`src/rtl/pbus_pkg.sv`:
```
// Shared types and helpers for the multiplexed parallel bus master.
// Assumes three address latches (low, high, upper) in that priority order.
package pbus_pkg;

    typedef enum logic [1:0] {
        ST_IDLE = 2'd0,
        ST_ADDR = 2'd1,
        ST_DATA = 2'd2,
        ST_DONE = 2'd3
    } pbus_state_e;

    localparam int NUM_LATCH = 3;

    // Lowest pending latch index; low byte first, upper byte last.
    function automatic logic [1:0] first_pending(input logic [NUM_LATCH-1:0] mask);
        if (mask[0])      return 2'd0;
        else if (mask[1]) return 2'd1;
        else              return 2'd2;
    endfunction

endpackage

```
`src/rtl/pbus_track.sv`:
```
// Remembers the byte last loaded into each external address latch and decides
// which address phases the next access needs. Assumes cfg values are stable
// at the accepting edge; clearing enable invalidates every remembered byte.
module pbus_track
    import pbus_pkg::*;
#(
    parameter int DATA_W = 8,
    parameter int ADDR_W = 16
) (
    input  logic                 clk,
    input  logic                 rst_n,
    input  logic                 en,
    input  logic                 smart,
    input  logic [1:0]           nphase,
    input  logic [ADDR_W-1:0]    addr,
    input  logic                 accept,
    output logic [NUM_LATCH-1:0] need
);

    localparam int EXT_W = NUM_LATCH * DATA_W;

    logic [EXT_W-1:0] ext;
    assign ext = EXT_W'(addr);

    genvar g;
    generate
        for (g = 0; g < NUM_LATCH; g++) begin : g_latch
            logic [DATA_W-1:0] last_q;
            logic              vld_q;
            logic              in_use;
            logic [DATA_W-1:0] byte_now;

            assign in_use   = (nphase > 2'(g));
            assign byte_now = ext[g*DATA_W +: DATA_W];
            assign need[g]  = in_use && (!smart || !vld_q || (last_q != byte_now));

            // Record the byte each time this latch is loaded; forget on reset or disable.
            always_ff @(posedge clk) begin
                if (!rst_n || !en) begin
                    vld_q  <= 1'b0;
                    last_q <= '0;
                end else if (accept && need[g]) begin
                    vld_q  <= 1'b1;
                    last_q <= byte_now;
                end
            end
        end
    endgenerate

endmodule

```
`src/rtl/pbus_seq.sv`:
```
// Cycle sequencer: accepts a host request, walks the needed address phases in
// low/high/upper order (two cycles each, latch strobe in the first), runs a
// two-cycle data phase, then acknowledges for one cycle. Assumes the host holds
// its request fields until the acknowledge.
module pbus_seq
    import pbus_pkg::*;
#(
    parameter int DATA_W = 8,
    parameter int ADDR_W = 16
) (
    input  logic                 clk,
    input  logic                 rst_n,
    input  logic                 en,
    input  logic                 req,
    input  logic                 we,
    input  logic                 sel,
    input  logic [ADDR_W-1:0]    addr,
    input  logic [DATA_W-1:0]    wdata,
    input  logic [NUM_LATCH-1:0] need,
    input  logic [DATA_W-1:0]    ad_in,
    output logic                 accept,
    output logic [NUM_LATCH-1:0] al_act,
    output logic                 rd_act,
    output logic                 wr_act,
    output logic                 cs1_act,
    output logic                 cs2_act,
    output logic                 ad_drive,
    output logic [DATA_W-1:0]    ad_val,
    output logic                 ack,
    output logic [DATA_W-1:0]    rdata,
    output logic [ADDR_W-1:0]    cur_addr
);

    localparam int EXT_W = NUM_LATCH * DATA_W;

    pbus_state_e          st;
    logic                 sub;
    logic [1:0]           cur;
    logic [NUM_LATCH-1:0] rem;
    logic [NUM_LATCH-1:0] rem_next;
    logic                 we_q;
    logic                 sel_q;
    logic [ADDR_W-1:0]    addr_q;
    logic [DATA_W-1:0]    wdata_q;
    logic [EXT_W-1:0]     ext_q;
    logic                 busy;

    assign accept   = en && (st == ST_IDLE) && req;
    assign rem_next = rem & ~(NUM_LATCH'(1) << cur);
    assign ext_q    = EXT_W'(addr_q);
    assign busy     = (st == ST_ADDR) || (st == ST_DATA);

    // Phase state machine; disable drops any access in flight.
    always_ff @(posedge clk) begin
        if (!rst_n || !en) begin
            st  <= ST_IDLE;
            sub <= 1'b0;
            cur <= 2'd0;
            rem <= '0;
        end else begin
            case (st)
                ST_IDLE: begin
                    if (req) begin
                        sub <= 1'b0;
                        rem <= need;
                        cur <= first_pending(need);
                        st  <= (need != '0) ? ST_ADDR : ST_DATA;
                    end
                end
                ST_ADDR: begin
                    if (!sub) begin
                        sub <= 1'b1;
                    end else begin
                        sub <= 1'b0;
                        rem <= rem_next;
                        if (rem_next != '0) cur <= first_pending(rem_next);
                        else                st  <= ST_DATA;
                    end
                end
                ST_DATA: begin
                    if (!sub) begin
                        sub <= 1'b1;
                    end else begin
                        sub <= 1'b0;
                        st  <= ST_DONE;
                    end
                end
                ST_DONE: st <= ST_IDLE;
                default: st <= ST_IDLE;
            endcase
        end
    end

    // Capture the request fields at the accepting edge.
    always_ff @(posedge clk) begin
        if (!rst_n) begin
            we_q    <= 1'b0;
            sel_q   <= 1'b0;
            addr_q  <= '0;
            wdata_q <= '0;
        end else if (accept) begin
            we_q    <= we;
            sel_q   <= sel;
            addr_q  <= addr;
            wdata_q <= wdata;
        end
    end

    // Sample read data on the last cycle of the read strobe.
    always_ff @(posedge clk) begin
        if (!rst_n) begin
            rdata <= '0;
        end else if (en && (st == ST_DATA) && sub && !we_q) begin
            rdata <= ad_in;
        end
    end

    // Decode strobes and bus contents from the current phase.
    always_comb begin
        al_act   = (st == ST_ADDR && !sub) ? (NUM_LATCH'(1) << cur) : '0;
        rd_act   = (st == ST_DATA) && !we_q;
        wr_act   = (st == ST_DATA) && we_q;
        cs1_act  = busy && !sel_q;
        cs2_act  = busy && sel_q;
        ad_drive = (st == ST_ADDR) || ((st == ST_DATA) && we_q);
        ad_val   = (st == ST_ADDR) ? ext_q[cur*DATA_W +: DATA_W] : wdata_q;
        ack      = en && (st == ST_DONE);
        cur_addr = addr_q;
    end

    AST_ACK_SINGLE: assert property (@(posedge clk) disable iff (!rst_n || !en)
        ack |=> !ack);
    AST_LATCH_PULSE: assert property (@(posedge clk) disable iff (!rst_n || !en)
        (|al_act) |=> !(|al_act));
    AST_WR_TWO_CYC: assert property (@(posedge clk) disable iff (!rst_n || !en)
        $rose(wr_act) |=> wr_act);
    AST_WR_ENDS: assert property (@(posedge clk) disable iff (!rst_n || !en)
        (wr_act && $past(wr_act)) |=> !wr_act);
    AST_RD_TWO_CYC: assert property (@(posedge clk) disable iff (!rst_n || !en)
        $rose(rd_act) |=> rd_act);

endmodule

```
`src/rtl/pbus_pins.sv`:
```
// Pin stage: applies latch polarity, chip-select placement, enable gating,
// bus keeper and interrupt mode to the sequencer's internal strobes.
// Assumes ADDR_W is at least 2 so two address bits can carry chip selects.
module pbus_pins
    import pbus_pkg::*;
#(
    parameter int DATA_W = 8,
    parameter int ADDR_W = 16
) (
    input  logic                 clk,
    input  logic                 rst_n,
    input  logic                 en,
    input  logic                 al_pol,
    input  logic [1:0]           csmap,
    input  logic                 keep,
    input  logic [1:0]           irqm,
    input  logic [NUM_LATCH-1:0] al_act,
    input  logic                 rd_act,
    input  logic                 wr_act,
    input  logic                 cs1_act,
    input  logic                 cs2_act,
    input  logic                 ad_drive,
    input  logic [DATA_W-1:0]    ad_val,
    input  logic                 ack,
    input  logic [ADDR_W-1:0]    cur_addr,
    output logic                 bus_al_lo,
    output logic                 bus_al_hi,
    output logic                 bus_al_up,
    output logic                 bus_rd,
    output logic                 bus_wr,
    output logic                 bus_cs1,
    output logic                 bus_cs2,
    output logic [ADDR_W-1:0]    bus_addr,
    output logic [DATA_W-1:0]    bus_ad_out,
    output logic                 bus_ad_oe,
    output logic                 irq
);

    localparam logic [1:0] MAP_PINS  = 2'd0;
    localparam logic [1:0] MAP_A15   = 2'd1;
    localparam logic [1:0] MAP_A1514 = 2'd2;

    logic [NUM_LATCH-1:0] al_on;
    logic [1:0]           map_eff;
    logic                 c1;
    logic                 c2;
    logic [DATA_W-1:0]    held_q;
    logic                 drive_now;

    assign al_on     = en ? al_act : '0;
    assign map_eff   = (csmap == 2'd3) ? MAP_PINS : csmap;
    assign c1        = en && cs1_act;
    assign c2        = en && cs2_act;
    assign drive_now = en && ad_drive;

    // Latch strobes at the configured polarity.
    always_comb begin
        bus_al_lo = al_pol ? al_on[0] : ~al_on[0];
        bus_al_hi = al_pol ? al_on[1] : ~al_on[1];
        bus_al_up = al_pol ? al_on[2] : ~al_on[2];
    end

    // Read/write strobes and interrupt, gated by enable.
    always_comb begin
        bus_rd = en && rd_act;
        bus_wr = en && wr_act;
        irq    = ack && (irqm == 2'd1);
    end

    // Chip-select placement on dedicated pins or top address bits.
    always_comb begin
        bus_addr = cur_addr;
        bus_cs1  = 1'b0;
        bus_cs2  = 1'b0;
        case (map_eff)
            MAP_A15: begin
                bus_cs1            = c1;
                bus_addr[ADDR_W-1] = c2;
            end
            MAP_A1514: begin
                bus_addr[ADDR_W-1] = c2;
                bus_addr[ADDR_W-2] = c1;
            end
            default: begin
                bus_cs1 = c1;
                bus_cs2 = c2;
            end
        endcase
    end

    // Keeper register: last value placed on the shared bus.
    always_ff @(posedge clk) begin
        if (!rst_n) held_q <= '0;
        else if (drive_now) held_q <= ad_val;
    end

    // Shared bus drive: active value, kept value, or released.
    always_comb begin
        if (drive_now) begin
            bus_ad_oe  = 1'b1;
            bus_ad_out = ad_val;
        end else if (keep && !(en && rd_act)) begin
            bus_ad_oe  = 1'b1;
            bus_ad_out = held_q;
        end else begin
            bus_ad_oe  = 1'b0;
            bus_ad_out = '0;
        end
    end

    AST_QUIET_WHEN_OFF: assert property (@(posedge clk) disable iff (!rst_n)
        !en |-> (!bus_rd && !bus_wr && !bus_cs1 && !bus_cs2 && !ack &&
                 bus_al_lo == !al_pol && bus_al_hi == !al_pol && bus_al_up == !al_pol));
    AST_CS_EXCL: assert property (@(posedge clk) disable iff (!rst_n)
        !(bus_cs1 && bus_cs2));
    AST_RD_RELEASED: assert property (@(posedge clk) disable iff (!rst_n)
        bus_rd |-> !bus_ad_oe);
    AST_IRQ_WITH_ACK: assert property (@(posedge clk) disable iff (!rst_n)
        irq |-> ack);
    AST_WR_DRIVES: assert property (@(posedge clk) disable iff (!rst_n)
        bus_wr |-> bus_ad_oe);

endmodule

```
`src/rtl/pbus_master.sv`:
```
// Top of the multiplexed parallel bus master: ties the latch tracker, the
// phase sequencer and the pin stage together. One access at a time; host
// holds its request until the acknowledge.
module pbus_master
    import pbus_pkg::*;
#(
    parameter int DATA_W = 8,
    parameter int ADDR_W = 16
) (
    input  logic              clk,
    input  logic              rst_n,
    input  logic              cfg_en,
    input  logic [1:0]        cfg_admux,
    input  logic              cfg_smart,
    input  logic              cfg_al_pol,
    input  logic [1:0]        cfg_csmap,
    input  logic              cfg_keep,
    input  logic [1:0]        cfg_irqm,
    input  logic              host_req,
    input  logic              host_we,
    input  logic              host_sel,
    input  logic [ADDR_W-1:0] host_addr,
    input  logic [DATA_W-1:0] host_wdata,
    output logic              host_ack,
    output logic [DATA_W-1:0] host_rdata,
    output logic              irq,
    output logic [ADDR_W-1:0] bus_addr,
    output logic [DATA_W-1:0] bus_ad_out,
    output logic              bus_ad_oe,
    input  logic [DATA_W-1:0] bus_ad_in,
    output logic              bus_rd,
    output logic              bus_wr,
    output logic              bus_cs1,
    output logic              bus_cs2,
    output logic              bus_al_lo,
    output logic              bus_al_hi,
    output logic              bus_al_up
);

    logic [NUM_LATCH-1:0] need;
    logic                 accept;
    logic [NUM_LATCH-1:0] al_act;
    logic                 rd_act;
    logic                 wr_act;
    logic                 cs1_act;
    logic                 cs2_act;
    logic                 ad_drive;
    logic [DATA_W-1:0]    ad_val;
    logic                 ack;
    logic [ADDR_W-1:0]    cur_addr;

    assign host_ack = ack;

    pbus_track #(.DATA_W(DATA_W), .ADDR_W(ADDR_W)) u_track (
        .clk    (clk),
        .rst_n  (rst_n),
        .en     (cfg_en),
        .smart  (cfg_smart),
        .nphase (cfg_admux),
        .addr   (host_addr),
        .accept (accept),
        .need   (need)
    );

    pbus_seq #(.DATA_W(DATA_W), .ADDR_W(ADDR_W)) u_seq (
        .clk      (clk),
        .rst_n    (rst_n),
        .en       (cfg_en),
        .req      (host_req),
        .we       (host_we),
        .sel      (host_sel),
        .addr     (host_addr),
        .wdata    (host_wdata),
        .need     (need),
        .ad_in    (bus_ad_in),
        .accept   (accept),
        .al_act   (al_act),
        .rd_act   (rd_act),
        .wr_act   (wr_act),
        .cs1_act  (cs1_act),
        .cs2_act  (cs2_act),
        .ad_drive (ad_drive),
        .ad_val   (ad_val),
        .ack      (ack),
        .rdata    (host_rdata),
        .cur_addr (cur_addr)
    );

    pbus_pins #(.DATA_W(DATA_W), .ADDR_W(ADDR_W)) u_pins (
        .clk        (clk),
        .rst_n      (rst_n),
        .en         (cfg_en),
        .al_pol     (cfg_al_pol),
        .csmap      (cfg_csmap),
        .keep       (cfg_keep),
        .irqm       (cfg_irqm),
        .al_act     (al_act),
        .rd_act     (rd_act),
        .wr_act     (wr_act),
        .cs1_act    (cs1_act),
        .cs2_act    (cs2_act),
        .ad_drive   (ad_drive),
        .ad_val     (ad_val),
        .ack        (ack),
        .cur_addr   (cur_addr),
        .bus_al_lo  (bus_al_lo),
        .bus_al_hi  (bus_al_hi),
        .bus_al_up  (bus_al_up),
        .bus_rd     (bus_rd),
        .bus_wr     (bus_wr),
        .bus_cs1    (bus_cs1),
        .bus_cs2    (bus_cs2),
        .bus_addr   (bus_addr),
        .bus_ad_out (bus_ad_out),
        .bus_ad_oe  (bus_ad_oe),
        .irq        (irq)
    );

endmodule

```
`config.mk`:
```
export PLATFORM = sky130hd
export DESIGN_NAME = pbus_master
export DESIGN_NICKNAME = d
export VERILOG_FILES = /design/src/rtl/pbus_pkg.sv /design/src/rtl/pbus_track.sv /design/src/rtl/pbus_seq.sv /design/src/rtl/pbus_pins.sv /design/src/rtl/pbus_master.sv
export SDC_FILE = /design/constraint.sdc
export NUM_CORES = 1
export LEC_CHECK = 0
export CAP_MARGIN = 25
export CORE_MARGIN = 1.5
export CORE_UTILIZATION = 55
export DETAILED_ROUTE_END_ITERATION = 8
export DONT_BUFFER_PORTS = 1
export PLACE_DENSITY = 0.7
export SLEW_MARGIN = 20
export SYNTH_ARGS = -nofsm -noshare
export SYNTH_HDL_FRONTEND = slang
export SYNTH_SLANG_ARGS = --single-unit
```
`constraint.sdc`:
```
create_clock -name clk -period 2 [get_ports clk]
set_input_delay 0.2 -clock clk [delete_from_list [all_inputs] [get_ports clk]]
set_output_delay 0.2 -clock clk [all_outputs]
set_load 0.005 [all_outputs]
```
# Word-level counts from Yosys, hierarchy flattened
# Cells that the tools add are included.
[word_totals]
regBits = 69
latch_bits = 0
mem_bits_rw = 0
mem_bits_ro = 0
input_bits = 47
out_inout_bits = 42
wordCells = 127
n_memories = 0
[classes]
addsub = 0
mul = 0
div = 0
n_lt_le_gt_ge = 3
n_eq_ne = 14
shift = 2
mux = 35
n_bitwise = 5
n_reduce_logical = 53
[op_table]
columns = ["cell", "n"]
rows = [
  ["$mux W2", 13],
  ["$logic_and A1 B1 Y1", 24],
  ["$mux W8", 3],
  ["$shiftx A24 B6 Y8", 1],
  ["$ne A8 B8 Y1", 2],
  ["$mux W3", 4],
  ["$mux W1", 11],
  ["$logic_not A1 Y1", 10],
  ["$eq A2 B2 Y1 const B", 4],
  ["$logic_or A1 B1 Y1", 8],
  ["$pmux W2 S4", 1],
  ["$reduce_and A4 Y1", 2],
  ["$eq A2 B1 Y1 const B", 3],
  ["$ne A2 B1 Y1 const B", 3],
  ["$pmux W3 S2", 1],
  ["$reduce_bool A3 Y1", 2],
  ["$gt A2 B1 Y1 const B", 2],
  ["$ne A2 B2 Y1 const B", 2],
  ["$pmux W2 S2", 1],
  ["$reduce_bool A2 Y1", 2],
  ["$reduce_or A2 Y1", 2],
  ["$and A3 B3 Y3", 1],
  ["$not A1 Y1", 3],
  ["$not A3 Y3", 1],
  ["other kinds (6)", 6],
]

# Depth between registers and ports, before layout
[logic_depth]
depth_word = 8
ltp_mapped = 9
ltp_nobuf = 7

# Hierarchy
# A second synthesis with hierarchy kept.
[hier_totals]
cells_unflattened = 479
area_unflattened_um2 = 3778.6
[by_module_without_submodules]
columns = ["module", "n_inst", "cells_per_inst", "area_each_um2", "seq_area_each_um2"]
rows = [
  ["pbus_seq", 1, 258, 2043.2, 840.8],
  ["pbus_track", 1, 128, 1026.0, 380.4],
  ["pbus_pins", 1, 93, 709.4, 160.2],
]

# Worst setup path before layout
# OpenSTA, ideal clock, no wires.
[synth_path]
path_type = "register -> output"
startpoint = "register u_seq.st[1]"
endpoint = "output port bus_ad_out[3]"
arrival_ns = 1.632
required_time_ns = 1.800
path_slack_ns = 0.168
path_stages_with_launch = 9
path_buffers = 2
path_cell_list = "dfxtp_1 > inv_1 > ha_1 > buf_2 > a21o_1 > nand2_1 > clkbuf_1 > nor2_1 > a21o_1"
[synth_via]
elab_chain_len = 7
word_cells_on_any_way = 12
classes_between = "eq/ne: 2; mux: 3; reduce/logical: 7"
[synth_rtl]
columns = ["item", "line_no", "source"]
rows = [
  ["start, declared", "pbus_seq.sv:36", "pbus_state_e st;"],
  ["start signal, assigned", "pbus_seq.sv:67", "st <= (need != '0) ? ST_ADDR : ST_DATA;"],
  ["$eq A2 B2 Y1", "pbus_seq.sv:121, pbus_seq.sv:125", ""],
  ["$logic_and A1 B1 Y1", "pbus_seq.sv:121", "rd_act = (st == ST_DATA) && !we_q;"],
  ["$logic_and A1 B1 Y1", "pbus_pins.sv:102", "end else if (keep && !(en && rd_act)) begin"],
  ["$logic_not A1 Y1", "pbus_pins.sv:102", ""],
  ["$logic_and A1 B1 Y1", "pbus_pins.sv:102", ""],
  ["$mux W8", "pbus_pins.sv:102", ""],
  ["$mux W8 *", "pbus_pins.sv:99", "if (drive_now) begin"],
  ["end, declared", "pbus_master.sv:28", "output logic [DATA_W-1:0] bus_ad_out,"],
]
# Mark *: on every way between the ends. The rest lies on a longest branch, timed or not.

# Final worst setup path
[layout_path]
startpoint = "register u_seq.cur[0]"
endpoint = "output port bus_ad_out[4]"
[layout_via]
elab_chain_len = 3
[layout_rtl]
columns = ["item", "line_no", "source"]
rows = [
  ["start, declared", "pbus_seq.sv:38", "logic [1:0] cur;"],
  ["start signal, assigned", "pbus_seq.sv:66", "cur <= first_pending(need);"],
  ["start signal, assigned", "pbus_seq.sv:76", "if (rem_next != '0) cur <= first_pending(rem_next);"],
  ["$shiftx A24 B6 Y8", "pbus_seq.sv:126", "ad_val = (st == ST_ADDR) ? ext_q[cur*DATA_W +: DATA_W] : wdata_q;"],
  ["$mux W8", "pbus_seq.sv:126", ""],
  ["$mux W8", "pbus_pins.sv:99", ""],
]
# No other way between the ends.

==> results.py <==
metrics = {
    "clock_tree": {
        "clk_path_buf_depth": 2,
        "clock-sinks": 69,
        "postCtsSetupBuffers": 0,
        "cts_root_buffer": "clkbuf_8",
        "cts_tree": "done",
        "path_clk_slew_ns": 0.07,
        "cts_made_buffers": 9,
        "clk_latency_ns": 0.35,
        "h-tree-depth": 3,
    },
    "sta": {
        "holdWs_ns": 0.0008282,
        "finalMaxSlewViolations": 0,
        "period_needed_ns": 1.923,
        "fin_skew_ns": 0.009985,
        "setup_viol_count_final": 0,
        "relSlewSlack_pct": 55.70,
        "tightest_slew_ns": 0.6630,
        "fmax_mhz": 520.0,
        "hold_viol_final": 0,
        "min_period_over_period_pct": 96.15,
    },
    "synth": {
        "yosysSeqAreaShare_pct": 38.82,
        "ys_warn_count": 0,
        "ys.flop_type": "dfxtp_1",
        "ys_seq_elements": 69,
        "syn_area_per_cell_sq_um": 8.275,
        "synthesis.area_sq_um": 3558,
        "yosys.cell_count.top_type": "nand2_1",
        "synth_top_area_cell": "dfxtp_1",
        "yosys-top-cells-area": "dfxtp_1, nand2_1, a21boi_0",
        "synthCells": 430,
        "syn_nets": 482,
        "synth.top_cell.area_share_pct": 38.82,
        "synth_common_cells": "nand2_1, dfxtp_1, nor2_1, a21boi_0, a21oi_1",
        "synthArstFlopShare_pct": 0,
        "ys_types": 44,
        "synth-edff-count": 0,
    },
    "place": {
        "port_buffers": 0,
        "dp.cells": 480,
        "place_congestion": 0.8007,
        "hpwlAfterDp_mm": 5.995,
    },
    "critical_path": {
        "critPathLaunch": "u_seq.cur[0]",
        "critPathTopFamily": "flip-flops",
        "cp_max_fo": 9,
        "cp_slowest_cell": "dfxtp_4",
        "arrival_ns": 1.72,
        "startpoint_type": "register",
        "worst-path-buf-inv": 1,
        "slowest_delay_ns": 0.39,
        "critical_path_class": "reg2out",
        "r2r_start": "u_seq.st[1]",
        "required_ns": 1.80,
        "path_cells": "buf_6 -> mux2_2 -> a22oi_1 -> nor2_1 -> a21o_1",
        "crit_path_end_kind": "primary output",
    },
    "global_route": {
        "grt_usage_pct": 26.85,
        "grt_max_degree": 33,
        "antenna_found_initial": 0,
        "grt_pass1_wl_mm": 14.63,
        "overflow": 0,
        "grt_pass1_vias": 2917,
    },
    "min_path": {
        "holdCritStartpoint": "host_sel",
        "min_path_type": "in2reg",
    },
    "cells_and_area": {
        "areaGrowthSynthToFinish_pct": 17.33,
        "fill_cells": 523,
        "nets": 504,
        "drive_gt1_share_pct": 13.13,
        "finalNonFillerCells": 534,
        "diodes": 0,
        "multi_input_area_sq_um": 1997,
        "regArea_sq_um": 1388,
        "final_core_util_pct": 66.13,
    },
    "routing": {
        "wl_met3_um": 609,
        "drt_iter0_markers": 158,
        "met1_length_mm": 3.838,
        "vias_per_cell": 5.601,
        "vias": 2991,
        "dr.pass1.iters": 4,
        "antenna_left": 0,
        "wl_mm": 9.081,
        "post_drt_wl_per_cell_um": 17.01,
        "top_layer_used": "met4",
        "route.met2.wl_mm": 4.480,
        "route.detailed.drc": 0,
    },
    "outcome": {
        "status": "finished, final reports clean",
    },
    "floorplanning": {
        "die_y_um": 83.44,
        "io_pins": 89,
        "row_count": 29,
        "core_area_sq_um": 6314,
        "die-area_sq_um": 6961,
        "die_x_um": 83.44,
        "start_util_pct": 56.36,
    },
    "power": {
        "power_density_nw_per_um2": 742.9,
        "vdd_ir_drop_max_v": 0.0004678,
        "leakagePower_nw": 1.599,
    },
    "job": {
        "maxCapViolCount": 0,
    },
}
## final cells by class
| type | instances | area share, % |
|---|---|---|
| multi-input combinational | 315 | 47.83 |
| sequential | 69 | 33.23 |
| timing repair buffer | 48 | 11.21 |
| clock buffer | 12 | 3.476 |
| tap | 77 | 2.307 |
| clock inverter | 4 | 1.139 |
| inverter | 9 | 0.8091 |
## flip-flops by register name, indices dropped and copies added (netlist names), 3 cells and up
register                count
u_seq.cur_addr             16
u_track.g_latch.last_q     16
u_seq.wdata_q               8
u_pins.held_q               8
u_seq.rdata                 8
u_seq.rem                   3
u_track.g_latch.vld_q       3
## worst reg2reg max path, stage by stage (launching register included)
cell     delay [ns]
dfxtp_2        0.34
inv_1          0.11
ha_2           0.29
and3_1         0.23
nand2_1        0.12
a31oi_4        0.39
mux2i_1        0.25
nor2_1         0.06
## timing repair
item / CTS / global route
gates resized for setup: 8 / 14
cloned: 0 / 0
pin swaps: 0 / 3
hold endpoints to repair: 53 / 1
endpoints found under the setup margin: 9 / 24
hold buffers: 36 / 1
## layout by cell type (no fill, tap or decap), types with 2 or more instances in the layout
master,count
clkbuf_1,2
and3_1,5
mux2i_1,9
nor2b_1,8
and2_1,3
clkbuf_8,10
ha_2,2
dfxtp_1,66
a22oi_1,7
o21ai_1,2
a21o_1,11
nand2b_1,3
nor3_1,4
a211oi_2,2
nor2_1,38
buf_4,7
nand3_1,14
dlygate4sd3_1,37
xor2_1,14
inv_1,9
buf_6,4
dfxtp_2,2
a21oi_1,22
o21ai_0,11
clkinv_2,2
xnor2_1,5
a211oi_1,2
a31oi_1,2
nand2_1,80
a22oi_2,2
mux2_2,10
mux2_4,2
a21boi_0,34
ha_1,2
## final timing paths
path,endpoint,slack [ns],cells past startpoint
max,bus_ad_out[4],0.08,5
min,u_seq.sel_q,0.0008,2
max reg2reg,u_track.g_latch[1].last_q[7],0.10,7
min reg2reg,u_track.g_latch[1].vld_q,0.45,2
## cells by family after synthesis
logic type	share of synthesized area (%)
xor gates and xnor gates	4.677
DFF	38.82
AOI/OAI and AO/OA	20.46
muxes	6.540
adders and majority gates	1.758
buffers and inverters	6.716
and+or+nand+nor	21.03
## metal layers
| layer | vias to the layer above | GRT usage [%] |
|---|---|---|
| li1 | 1485 | - |
| met1 | 1401 | 33.56 |
| met2 | 92 | 44.35 |
| met3 | 13 | 7.356 |
| met4 | 0 | 10.13 |
| met5 | - | 0 |
## where the power goes
| group | internal (mW) | switching, mW |
|---|---|---|
| clock | 0.607 | 0.529 |
| combinational | 0.235 | 0.259 |
| sequential | 1.42 | 0.0494 |
## through the flow
step / cell area, sq um / TNS (ns) / power [mW] / setup WS (ns)
2_1_floorplan: 3558 / 0 / 1.832 / 0.1683
3_3_place_gp: 3525 / 0 / 1.882 / 0.09363
3_5_place_dp: 3525 / 0 / 1.891 / 0.02187
4_1_cts: 4103 / -0.01158 / 3.085 / -0.008267
5_1_grt: 4175 / -0.04292 / 3.227 / -0.03541
6_report: 4175 / 0 / 3.102 / 0.07705
No activity file was read; power rests on OpenSTA's default activity.
